[src/rtl/sctl_pkg.sv]
package sctl_pkg;

   typedef enum logic [1:0] {
      PUMP_NORMAL = 2'd0,
      PUMP_HIZ    = 2'd1,
      PUMP_SINK   = 2'd2,
      PUMP_SOURCE = 2'd3
   } pump_mode_e;

   typedef enum logic [1:0] {
      MON_LOCK = 2'd0,
      MON_REF  = 2'd1,
      MON_DIV  = 2'd2
   } mon_sel_e;

   localparam int REF_DIV_W = 11;

   // test field bit positions (fixed by the serial ordering)
   localparam int TB_CP  = 6;
   localparam int TB_T2  = 5;
   localparam int TB_T1  = 4;
   localparam int TB_T0  = 3;
   localparam int TB_RSA = 2;
   localparam int TB_RSB = 1;
   localparam int TB_OS  = 0;

   localparam logic [7:0] TEST_RESET = 8'b1101_0001;

endpackage

[src/rtl/sctl_bit_counter.sv]
module sctl_bit_counter #(
   parameter int LAST_BIT = 27,
   localparam int CW = $clog2(LAST_BIT + 1)
) (
   input  logic          clk,
   input  logic          rst_n,
   input  logic          ser_en,
   input  logic          ser_clk,
   output logic          take,
   output logic [CW-1:0] idx
);

   logic          sclk_q, en_q;
   logic [CW-1:0] cnt;
   logic          start, fall;

   assign start = ser_en & ~en_q;
   assign fall  = sclk_q & ~ser_clk;
   assign take  = ser_en & fall & ~start & (cnt < CW'(LAST_BIT));
   assign idx   = cnt;

   always_ff @(posedge clk or negedge rst_n) begin
      if (!rst_n) begin
         sclk_q <= 1'b0;
         en_q   <= 1'b0;
         cnt    <= '0;
      end else begin
         sclk_q <= ser_clk;
         en_q   <= ser_en;
         if (start)     cnt <= '0;
         else if (take) cnt <= cnt + 1'b1;
      end
   end

endmodule

[src/rtl/sctl_shifter.sv]
module sctl_shifter #(
   parameter int W = 14
) (
   input  logic         clk,
   input  logic         rst_n,
   input  logic         take,
   input  logic         din,
   output logic [W-1:0] q
);

   generate
      if (W == 1) begin : g_one
         always_ff @(posedge clk or negedge rst_n) begin
            if (!rst_n)    q <= '0;
            else if (take) q <= din;
         end
      end else begin : g_wide
         always_ff @(posedge clk or negedge rst_n) begin
            if (!rst_n)    q <= '0;
            else if (take) q <= {q[W-2:0], din};
         end
      end
   endgenerate

endmodule

[src/rtl/sctl_field_bank.sv]
module sctl_field_bank
   import sctl_pkg::*;
#(
   parameter int BAND_W = 4,
   parameter int MAIN_W = 10,
   parameter int SWAL_W = 5,
   parameter int TEST_W = 8,
   parameter int SH_W   = 14,
   parameter int CW     = 5,
   localparam int DIV_W   = MAIN_W + SWAL_W,
   localparam int BAND_AT = BAND_W - 1,
   localparam int DIV_AT  = BAND_W + DIV_W - 1,
   localparam int TEST_AT = DIV_AT + TEST_W
) (
   input  logic              clk,
   input  logic              rst_n,
   input  logic              take,
   input  logic [CW-1:0]     idx,
   input  logic              din,
   input  logic [SH_W-1:0]   sh,
   output logic [BAND_W-1:0] band,
   output logic [MAIN_W-1:0] main_v,
   output logic [SWAL_W-1:0] swal_v,
   output logic [TEST_W-1:0] test_v
);

   logic [SH_W:0] frame;
   assign frame = {sh, din};

   always_ff @(posedge clk or negedge rst_n) begin
      if (!rst_n) begin
         band   <= '0;
         main_v <= '0;
         swal_v <= '0;
         test_v <= TEST_RESET;
      end else if (take) begin
         if (idx == CW'(BAND_AT)) band <= frame[BAND_W-1:0];
         if (idx == CW'(DIV_AT)) begin
            {main_v, swal_v} <= frame[DIV_W-1:0];
            test_v[TB_RSA]   <= 1'b0;
            test_v[TB_RSB]   <= 1'b0;
         end
         if (idx == CW'(TEST_AT)) test_v <= frame[TEST_W-1:0];
      end
   end

endmodule

[src/rtl/sctl_decode.sv]
module sctl_decode
   import sctl_pkg::*;
#(
   parameter int BAND_W = 4
) (
   input  logic [6:0]           tst,
   input  logic [BAND_W-1:0]    band,
   output logic [1:0]           pump_mode,
   output logic [1:0]           mon_sel,
   output logic [REF_DIV_W-1:0] ref_div,
   output logic                 cp_high,
   output logic                 tune_on,
   output logic                 overload
);

   pump_mode_e pm;
   mon_sel_e   ms;

   always_comb begin
      pm = PUMP_NORMAL;
      ms = MON_LOCK;
      case ({tst[TB_T2], tst[TB_T1], tst[TB_T0]})
         3'b000, 3'b001: pm = PUMP_NORMAL;
         3'b010, 3'b011: pm = PUMP_HIZ;
         3'b110:         pm = PUMP_SINK;
         3'b111:         pm = PUMP_SOURCE;
         3'b100: begin pm = PUMP_HIZ; ms = MON_REF; end
         default: begin pm = PUMP_HIZ; ms = MON_DIV; end
      endcase
   end

   always_comb begin
      if (!tst[TB_RSB])     ref_div = REF_DIV_W'(640);
      else if (tst[TB_RSA]) ref_div = REF_DIV_W'(512);
      else                  ref_div = REF_DIV_W'(1024);
   end

   assign pump_mode = pm;
   assign mon_sel   = ms;
   assign cp_high   = tst[TB_CP];
   assign tune_on   = ~tst[TB_OS];

   generate
      if (BAND_W >= 3) begin : g_ovl
         assign overload = ($countones(band) >= 3);
      end else begin : g_no_ovl
         assign overload = 1'b0;
      end
   endgenerate

endmodule

[src/rtl/synth_ctl_reg.sv]
module synth_ctl_reg
   import sctl_pkg::*;
#(
   parameter int BAND_W = 4,
   parameter int MAIN_W = 10,
   parameter int SWAL_W = 5,
   parameter int TEST_W = 8,
   localparam int DIV_W    = MAIN_W + SWAL_W,
   localparam int LAST_BIT = BAND_W + DIV_W + TEST_W,
   localparam int SH_W     = ((DIV_W > TEST_W) ? DIV_W : TEST_W) - 1,
   localparam int CW       = $clog2(LAST_BIT + 1)
) (
   input  logic                 clk,
   input  logic                 rst_n,
   input  logic                 ser_en,
   input  logic                 ser_clk,
   input  logic                 ser_dat,
   output logic [BAND_W-1:0]    band_on,
   output logic                 band_overload,
   output logic [MAIN_W-1:0]    main_div,
   output logic [SWAL_W-1:0]    swallow_div,
   output logic [TEST_W-1:0]    test_ctl,
   output logic [1:0]           pump_mode,
   output logic [1:0]           mon_sel,
   output logic [REF_DIV_W-1:0] ref_div,
   output logic                 cp_high,
   output logic                 tune_on
);

   generate
      if (TEST_W != 8) begin : g_bad_test
         $error("synth_ctl_reg: TEST_W must be 8");
      end
      if (BAND_W < 1 || MAIN_W < 1 || SWAL_W < 1) begin : g_bad_w
         $error("synth_ctl_reg: field widths must be positive");
      end
      if (BAND_W > SH_W + 1) begin : g_bad_band
         $error("synth_ctl_reg: band field wider than frame");
      end
   endgenerate

   logic          take;
   logic [CW-1:0] idx;
   logic [SH_W-1:0] sh;

   sctl_bit_counter #(.LAST_BIT(LAST_BIT)) u_cnt (
      .clk(clk), .rst_n(rst_n), .ser_en(ser_en), .ser_clk(ser_clk),
      .take(take), .idx(idx)
   );

   sctl_shifter #(.W(SH_W)) u_sh (
      .clk(clk), .rst_n(rst_n), .take(take), .din(ser_dat), .q(sh)
   );

   sctl_field_bank #(
      .BAND_W(BAND_W), .MAIN_W(MAIN_W), .SWAL_W(SWAL_W),
      .TEST_W(TEST_W), .SH_W(SH_W), .CW(CW)
   ) u_bank (
      .clk(clk), .rst_n(rst_n), .take(take), .idx(idx), .din(ser_dat),
      .sh(sh), .band(band_on), .main_v(main_div), .swal_v(swallow_div),
      .test_v(test_ctl)
   );

   sctl_decode #(.BAND_W(BAND_W)) u_dec (
      .tst(test_ctl[6:0]), .band(band_on), .pump_mode(pump_mode),
      .mon_sel(mon_sel), .ref_div(ref_div), .cp_high(cp_high),
      .tune_on(tune_on), .overload(band_overload)
   );

endmodule

[config.mk]
export PLATFORM = sky130hd
export DESIGN_NAME = synth_ctl_reg
export DESIGN_NICKNAME = d
export VERILOG_FILES = /design/src/rtl/sctl_pkg.sv /design/src/rtl/sctl_bit_counter.sv /design/src/rtl/sctl_shifter.sv /design/src/rtl/sctl_field_bank.sv /design/src/rtl/sctl_decode.sv /design/src/rtl/synth_ctl_reg.sv
export SDC_FILE = /design/constraint.sdc
export NUM_CORES = 1
export LEC_CHECK = 0
export CORE_MARGIN = 2
export CORE_UTILIZATION = 45
export CTS_CLUSTER_SIZE = 12
export DETAILED_ROUTE_END_ITERATION = 8
export DONT_BUFFER_PORTS = 1
export SLEW_MARGIN = 20
export SYNTH_ARGS = -nofsm -noshare
export SYNTH_HDL_FRONTEND = slang
export SYNTH_SLANG_ARGS = --single-unit
[constraint.sdc]
create_clock -name clk -period 1.76 [get_ports clk]
set_input_delay 0.088 -clock clk [delete_from_list [all_inputs] [get_ports clk]]
set_output_delay 0.088 -clock clk [all_outputs]
set_load 0.02 [all_outputs]
==> impl_metrics.yaml, run 1 <==
status:
  status: "complete, but fails checks"
  violations: "setup timing"
routing:
  drt_iter0_markers: 47
  drc_errors: 0
  drt_wl_total_um: 3650
  ant_nets: 0
  drt-pass1-iter-count: 4
  viasPerCell: 5.35
  routed-via-count: 1236
  wl_per_cell_um: 15.8
global_route:
  grt_first_pass_wirelength_um: 5900
  grt_overflow: 0
  grt_pass1_vias: 1257
  antenna_found_initial: 0
  grt_max_degree: 49
  track_usage: 0.143
final_layout:
  drive_gt1_frac: 0.395
  final_nets: 187
  final_common_cell: "dfrtp_1"
  utilization: 0.524
  diodes: 0
  mostFrequentLayoutCells: "dfrtp_1 (44), mux2_2 (29), buf_4 (13)"
  syn_to_final_growth_pct: 12.2
  final_cell_area_um2: 2460
power_and_ir_drop:
  power_leakage_uw: 0.00120
  switchingPower_uw: 474
  switching_share: 0.240
  p_clk_frac: 0.318
  power_density_nw_per_um2: 804
  p_int_uw: 1500
  max-vdd-ir-drop_mv: 0.527
  power.share.sequential: 0.610
  combPwrFrac: 0.071
floorplanning:
  num_io_pins: 50
  fp.dieW_um: 73.8
  start_util: 0.467
  core-area_um2: 4690
  dieArea_um2: 5440
  rows: 25
  die-height_um: 73.8
worst_setup_path:
  cp.required_ns: 1.67
  critPathBufInv: 1
  crit_slowest_cell: "fa_1"
  cp_num_cells: 5
  crit_path_end_kind: "output port"
  cp-start-kind: "flop"
  critical_path.max_fanout: 2
  cp.arrival_ns: 1.87
  crit_family: "adder cells"
  max_stage_delay_ns: 0.48
  crit_type: "reg -> out"
  crit_path_cell_trace: "ha_1 > ha_2 > inv_2 > fa_1 > o21ai_4"
  r2r_cells: 6
clock_network:
  cts_buffers: 5
  cts.path.max_buffers: 2
  clk_latency_ns: 0.29
  htreeDepth: 2
  postCtsSetupBuffers: 0
  root_buffer: "clkbuf_8"
  clk_pin_slew_ns: 0.09
  cts_tree: "built"
  clock-sinks: 48
synth:
  yosys_warnings: 0
  syn_area_per_cell_um2: 13.9
  synth_ff_type: "dfrtp_1"
  async_flop_share: 1.00
  netlist_area_um2: 2190
  ys_ff_latch: 48
  seq_area_frac_synth: 0.551
  ys_types: 34
  synth_edf_count: 0
  synthCells: 157
place:
  placed_area_um2: 2290
  io_buffers: 0
  dpl.hpwl_um: 2650
  place_congestion: 0.812
hold_path:
  holdPathStages: 2
  worstHoldPathType: "in -> reg"
sta:
  setup_slack_ns: -0.194
  finalCriticalPeriod_ns: 1.95
  whs_ns: 0.0763
  setup_viol_count_final: 1
  finalSetupTns_ns: -0.194
  fin_crit_sh: 1.11
  hold_violations: 0
  fmax_mhz: 512
  clock_skew_ns: 0.0105
  rsz0062_at_grt: "yes"
  drv_slew: 0
run:
  cap_violations: 0
==> cells in the mapped netlist (2+ instances only) <==
master | n | area (µm²)
a21oi_1 | 2 | 10.0
a31oi_1 | 2 | 12.5
and2_1 | 2 | 12.5
buf_4 | 11 | 82.6
dfrtp_1 | 44 | 1100
dfstp_2 | 4 | 105
ha_1 | 5 | 62.6
inv_1 | 10 | 37.5
mux2_2 | 29 | 327
mux2_4 | 10 | 150
mux2i_1 | 4 | 40.0
nand2_1 | 5 | 18.8
nand3_1 | 2 | 10.0
nand4b_1 | 2 | 17.5
nor2_1 | 4 | 15.0
nor3_1 | 2 | 10.0
nor3b_1 | 2 | 15.0
==> cell type report <==
class / instances / area, µm²
Fill cell: 427 / 2230
Sequential cell: 48 / 1210
Multi-Input combinational cell: 92 / 872
Timing Repair Buffer: 19 / 185
Clock buffer: 6 / 72.6
Tap cell: 54 / 67.6
Inverter: 10 / 37.5
Clock inverter: 2 / 16.3
==> registers in the layout, summed over array words and instances, names as in the netlist <==
register,cells
u_bank.swal_v,5
u_sh.q,14
u_cnt.sclk_q,1
u_bank.main_v,10
u_bank.band,4
u_bank.test_v,8
u_cnt.idx,5
u_cnt.en_q,1
==> kinds of logic (layout without fill, tap and decap cells) <==
logic type      after synthesis  count (layout)  share of synthesized area
compound gates                9               9                     0.0297
simple gates                 26              26                     0.0749
other cells                   1               8                    0.00171
buf+inv                      24              37                     0.0691
mux                          43              43                      0.236
flops                        48              48                      0.551
fa+ha+maj                     6               6                     0.0377
==> final timing paths <==
check                      slack [ns]          endpoint            from
min in group asynchronous        0.30    u_bank.band[3]           rst_n
hold / removal                   0.08      u_cnt.idx[4]          ser_en
setup / recovery                -0.19     band_overload  u_bank.band[3]
hold reg to reg                  0.52  u_bank.main_v[9]      u_sh.q[13]
setup reg to reg                 0.07  u_bank.main_v[5]    u_cnt.idx[0]
max in group asynchronous        1.18  u_bank.test_v[6]           rst_n
==> power by group through the flow <==
stage / Sequential [µW] / Combinational [µW] / Clock, µW
floorplan: 1220 / 92.7 / 0
global placement: 1230 / 100 / 0
detailed placement: 1230 / 105 / 0
CTS: 1210 / 145 / 654
global route: 1220 / 158 / 705
finish: 1210 / 141 / 629
==> timing repair <==
item	CTS	global route
pin swaps	1	0
resized for setup	3	0
endpoints found under the setup margin	1	1
hold buffers	5	0
hold endpoints to repair	55	0
cloned	0	0
==> layer usage <==
layer  up-vias  routed length (µm)  global-route usage
met4         0                  32              0.0404
met3         4                 151              0.0576
li1        566                   -                   -
met1       634                1650               0.179
met2        32                1820               0.230
met5         -                   0                   0
==> per-stage QoR <==
stage | cells | power (µW) | worst slack, ns
floorplan | 164 | 1310 | 0.0201
global placement | 218 | 1330 | 0.112
detailed placement | 218 | 1330 | 0.0716
CTS | 231 | 2010 | -0.201
global route | 231 | 2080 | -0.269
finish | 231 | 1980 | -0.194
(Power assumes the default switching activity.)
==> run 2, diff against run 1 <==
Settings changed: CORE_UTILIZATION 45 to 56, PLACE_DENSITY set to 0.74.
==> run 2 against run 1 <==
The run still ends with setup timing left; critical path depth is the same; via count grew 3.2%; die area shrank 19%; global-route usage grew 6.0 points; first-iteration DRC count grew 94%; core utilization grew 16 points; hold slack lost 0.052 ns; critical path type unchanged; critical endpoint unchanged; cell area grew 4.1%.
==> impl_metrics.yaml, run 2 (same netlist as run 1, synthesis figures left out) <==
run:
  cap_violations: 0
global_route:
  antenna_found_initial: 0
  grt_pass1_vias: 1375
  gr-usage-met2: 0.354
  grt_first_pass_wirelength_um: 6560
  grt_max_degree: 49
  met3_usage: 0.0591
  track_usage: 0.204
  use_met1: 0.231
  grt-busiest-layer: "met2"
  grt_overflow: 0
worst_setup_path:
  crit_path_end_kind: "output port"
  crit_top_cell: "ha_4"
  crit_type: "reg -> out"
  cp.required_ns: 1.67
  r2r_cells: 6
  crit_path_cell_trace: "ha_4 > ha_4 > inv_2 > fa_1 > o21ai_4"
  cp.arrival_ns: 1.92
  cp-start-kind: "flop"
  critical_path.max_fanout: 2
  rrSetupSlack_ns: 0.02
  max_stage_delay_ns: 0.51
  crit_slowest_cell: "fa_1"
clock_network:
  cts.path.max_buffers: 2
  clk_pin_slew_ns: 0.08
  cts_buffers: 5
  clk_latency_ns: 0.30
  htreeDepth: 2
  cts_tree: "built"
  clock-sinks: 48
  root_buffer: "clkbuf_8"
sta:
  worstMarginPinSlew_ns: 0.566
  setup_slack_ns: -0.251
  hold_violations: 0
  clock_skew_ns: 0.00676
  rsz0062_at_grt: "yes"
  drv_slew: 0
  max_slew_margin: 0.621
  finalCriticalPeriod_ns: 2.01
  fin_crit_sh: 1.14
  setup_viol_count_final: 1
  fmax_mhz: 497
routing:
  drt_iter0_markers: 91
  routed-via-count: 1276
  drt_wl_total_um: 4120
  drc_errors: 0
  drt-pass1-iter-count: 4
  wl_per_cell_um: 18.0
  ant_nets: 0
  viasPerCell: 5.60
hold_path:
  worstHoldPathType: "in -> reg"
  holdPathStages: 3
final_layout:
  syn_to_final_growth_pct: 16.9
  regMostFlops: "u_sh.q"
  final_common_cell: "dfrtp_1"
  drive_gt1_frac: 0.428
  largest_reg_flops: 14
  top_regs: "u_sh.q x14, u_bank.main_v x10, u_bank.test_v x8"
  utilization: 0.689
  multi_input_area_um2: 935
  n_fill_cell: 263
  final_cell_area_um2: 2560
  final_nets: 190
  regArea_um2: 1210
  mostFrequentLayoutCells: "dfrtp_1 (43), mux2_2 (24), mux2_4 (15), buf_4 (15), inv_1 (9)"
  stdcell_count: 228
  diodes: 0
place:
  place_inst: 209
  placed_area_um2: 2260
  place_congestion: 0.703
  io_buffers: 0
  dpl.hpwl_um: 2650
floorplanning:
  num_io_pins: 50
  core-area_um2: 3720
  start_util: 0.589
  die-height_um: 66.5
  fp.dieW_um: 66.5
  rows: 22
  dieArea_um2: 4430
status:
  status: "complete, but fails checks"
  violations: "setup timing"
power_and_ir_drop:
  power_leakage_uw: 0.00123
  power_density_nw_per_um2: 798
  max-vdd-ir-drop_mv: 0.533
-- run 2: final cells by class --
class | instances | area share
clock inverter | 1 | 0.00293
inverter | 10 | 0.0147
timing repair buffer | 22 | 0.0880
multi-input combinational | 92 | 0.365
tap | 48 | 0.0235
sequential | 48 | 0.472
clock buffer | 7 | 0.0337
-- run 2: stage by stage --
stage / TNS [ns] / power (µW) / hold WS [ns] / setup slack (ns)
after detailed placement: -0.292 / 1340 / -0.206 / -0.0358
after global routing: -0.856 / 2130 / 0.0471 / -0.295
final: -0.251 / 2040 / 0.0248 / -0.251
after floorplan: 0 / 1310 / -0.208 / 0.0201
after CTS: -0.216 / 2040 / 0.0333 / -0.216
after global placement: 0 / 1320 / -0.206 / 0.0525
-- run 2: final timing paths --
path / endpoint / from
max: band_overload / u_bank.band[1]
min: u_cnt.idx[0] / ser_en
max reg2reg: u_bank.swal_v[0] / u_cnt.idx[0]
min reg2reg: u_bank.main_v[8] / u_sh.q[12]
max in group asynchronous: u_bank.test_v[6] / rst_n
min in group asynchronous: u_bank.band[3] / rst_n
-- run 2: worst max-delay path, delay by kind of cell, from the launching register on --
| family | cells | cell delay (ns) |
|---|---|---|
| adders and majority gates | 3 | 0.93 |
| buffers and inverters | 1 | 0.03 |
| DFF | 1 | 0.43 |
| AOI/OAI and AO/OA | 1 | 0.24 |
-- run 2: where the power goes --
| group | switching [µW] | internal, µW |
|---|---|---|
| Clock | 362 | 319 |
| Combinational | 76.7 | 70.5 |
| Sequential | 61.7 | 1150 |
-- run 2: routing by layer --
layer	share of wire	wire, µm
met5	0	0
met4	0.020	84
met3	0.060	248
met2	0.52	2130
met1	0.40	1650
-- run 2: what timing repair did --
action                     4_1_cts  5_1_grt
pin swaps                        0        6
cloned                           0        1
setup buffers                    0        5
hold endpoints to repair        54        0
hold buffers                     5        0
setup endpoints to repair       15       22
gates resized for setup          4       10
==> run 3, diff against run 2 <==
Settings changed: CTS_CLUSTER_SIZE 12 to not set, HOLD_SLACK_MARGIN set to 0.05.
==> run 3 against run 2 <==
The run still ends with setup timing left; core utilization stayed put; non-clock buffer count stayed put; setup slack worse by 0.0010 ns; combinational power hardly changed; critical endpoint unchanged; clock skew is 0.00079 ns lower; clock power hardly changed; total power hardly changed; wire length is 0.36% higher; die area stayed put.
==> impl_metrics.yaml, run 3 (same netlist as run 1, synthesis figures left out) <==
sta:
  fin_crit_sh: 1.14
  setup_slack_ns: -0.252
  hold_violations: 0
  finalCriticalPeriod_ns: 2.01
  max_slew_margin: 0.621
  whs_ns: 0.0617
  finalSetupTns_ns: -0.252
  fmax_mhz: 497
  rsz0062_at_grt: "yes"
  drv_slew: 0
  worstMarginPinSlew_ns: 0.566
  clock_skew_ns: 0.00597
  setup_viol_count_final: 1
final_layout:
  final_nets: 190
  diodes: 0
  stdcell_count: 228
  largest_reg_flops: 14
  syn_to_final_growth_pct: 16.9
  top_regs: "u_sh.q x14, u_bank.main_v x10, u_bank.test_v x8"
  mostFrequentLayoutCells: "dfrtp_1 (43), mux2_2 (24), mux2_4 (15), buf_4 (15), inv_1 (9)"
  multi_input_area_um2: 935
  regArea_um2: 1210
  final_common_cell: "dfrtp_1"
  final_cell_area_um2: 2560
  drive_gt1_frac: 0.428
  n_fill_cell: 263
  regMostFlops: "u_sh.q"
place:
  placed_area_um2: 2260
  place_congestion: 0.703
  dpl.hpwl_um: 2650
  place_inst: 209
  io_buffers: 0
clock_network:
  clock-sinks: 48
  clk_latency_ns: 0.30
  cts.path.max_buffers: 2
  root_buffer: "clkbuf_8"
  cts_tree: "built"
  cts_buffers: 5
  clk_pin_slew_ns: 0.09
  htreeDepth: 2
routing:
  ant_nets: 0
  routed-via-count: 1269
  wl_per_cell_um: 18.1
  drt_iter0_markers: 90
  viasPerCell: 5.57
  drt-pass1-iter-count: 4
  drc_errors: 0
  drt_wl_total_um: 4130
global_route:
  grt_overflow: 0
  track_usage: 0.205
  antenna_found_initial: 0
  grt_pass1_vias: 1376
  grt_max_degree: 49
  grt_first_pass_wirelength_um: 6590
worst_setup_path:
  r2r_cells: 6
  crit_type: "reg -> out"
  cp.required_ns: 1.67
  cp-start-kind: "flop"
  cp.arrival_ns: 1.92
  reg2reg_to: "u_bank.swal_v[0]"
  rrSetupSlack_ns: 0.02
  critical_path.max_fanout: 2
  r2r_start: "u_cnt.idx[0]"
  crit_path_end_kind: "output port"
  startpoint: "u_bank.band[1]"
floorplanning:
  core-area_um2: 3720
  dieArea_um2: 4430
  num_io_pins: 50
  die-height_um: 66.5
  fp.dieW_um: 66.5
  rows: 22
  start_util: 0.589
hold_path:
  hold_end: "u_cnt.idx[4]"
  worstHoldPathType: "in -> reg"
  holdPathStages: 2
  worstHoldStart: "ser_en"
power_and_ir_drop:
  power_density_nw_per_um2: 798
  max-vdd-ir-drop_mv: 0.533
  power_leakage_uw: 0.00123
status:
  status: "complete, but fails checks"
  violations: "setup timing"
run:
  cap_violations: 0
-- run 3: cell counts in the layout (fill, tap and decap cells not counted) --
No cell type changed its count.
-- run 3: how the worst max path moves through the flow --
stage | endpoint | cells past startpoint
after floorplan | band_overload | 5
after global placement | u_bank.test_v[3] | 5
after detailed placement | u_sh.q[2] | 3
after CTS | band_overload | 5
after global routing | band_overload | 5
final | band_overload | 5
-- run 3: where the power goes --
part           switching (µW)  internal [µW]
Sequential               61.8           1150
Clock                     362            319
Combinational            76.9           70.5
Total                     501           1540
-- run 3: timing repair --
action,4_1_cts,5_1_grt
hold buffers,5,0
setup endpoints to repair,15,22
hold endpoints to repair,56,0
setup buffers,0,5
pin swaps,0,6
cloned,0,1
resized for setup,4,10
-- run 3: final cells by class --
class,instances,share of cell area
timing repair buffer,22,0.0880
sequential,48,0.472
clock buffer,7,0.0337
clock inverter,1,0.00293
multi-input combinational,92,0.365
inverter,10,0.0147
tap,48,0.0235
-- run 3: worst max-delay path, cell delays in order (launching register included) --
cell	delay, ns
dfrtp_1	0.43
ha_4	0.29
ha_4	0.13
inv_2	0.03
fa_1	0.51
o21ai_4	0.24
-- run 3: metrics by stage --
| stage | power [µW] | utilization | setup WS, ns |
|---|---|---|---|
| 5_1_grt | 2130 | 0.689 | -0.295 |
| 2_1_floorplan | 1310 | - | 0.0201 |
| 4_1_cts | 2040 | 0.657 | -0.216 |
| 6_report | 2040 | 0.689 | -0.252 |
| 3_5_place_dp | 1340 | 0.608 | -0.0358 |
| 3_3_place_gp | 1320 | 0.608 | 0.0525 |
-- run 3: per-layer routing --
metal	vias to the layer above	wire length, µm	track usage
met5	-	0	0
met4	0	84	0.0918
met3	9	241	0.0591
met2	48	2150	0.354
met1	642	1660	0.234
li1	570	-	-
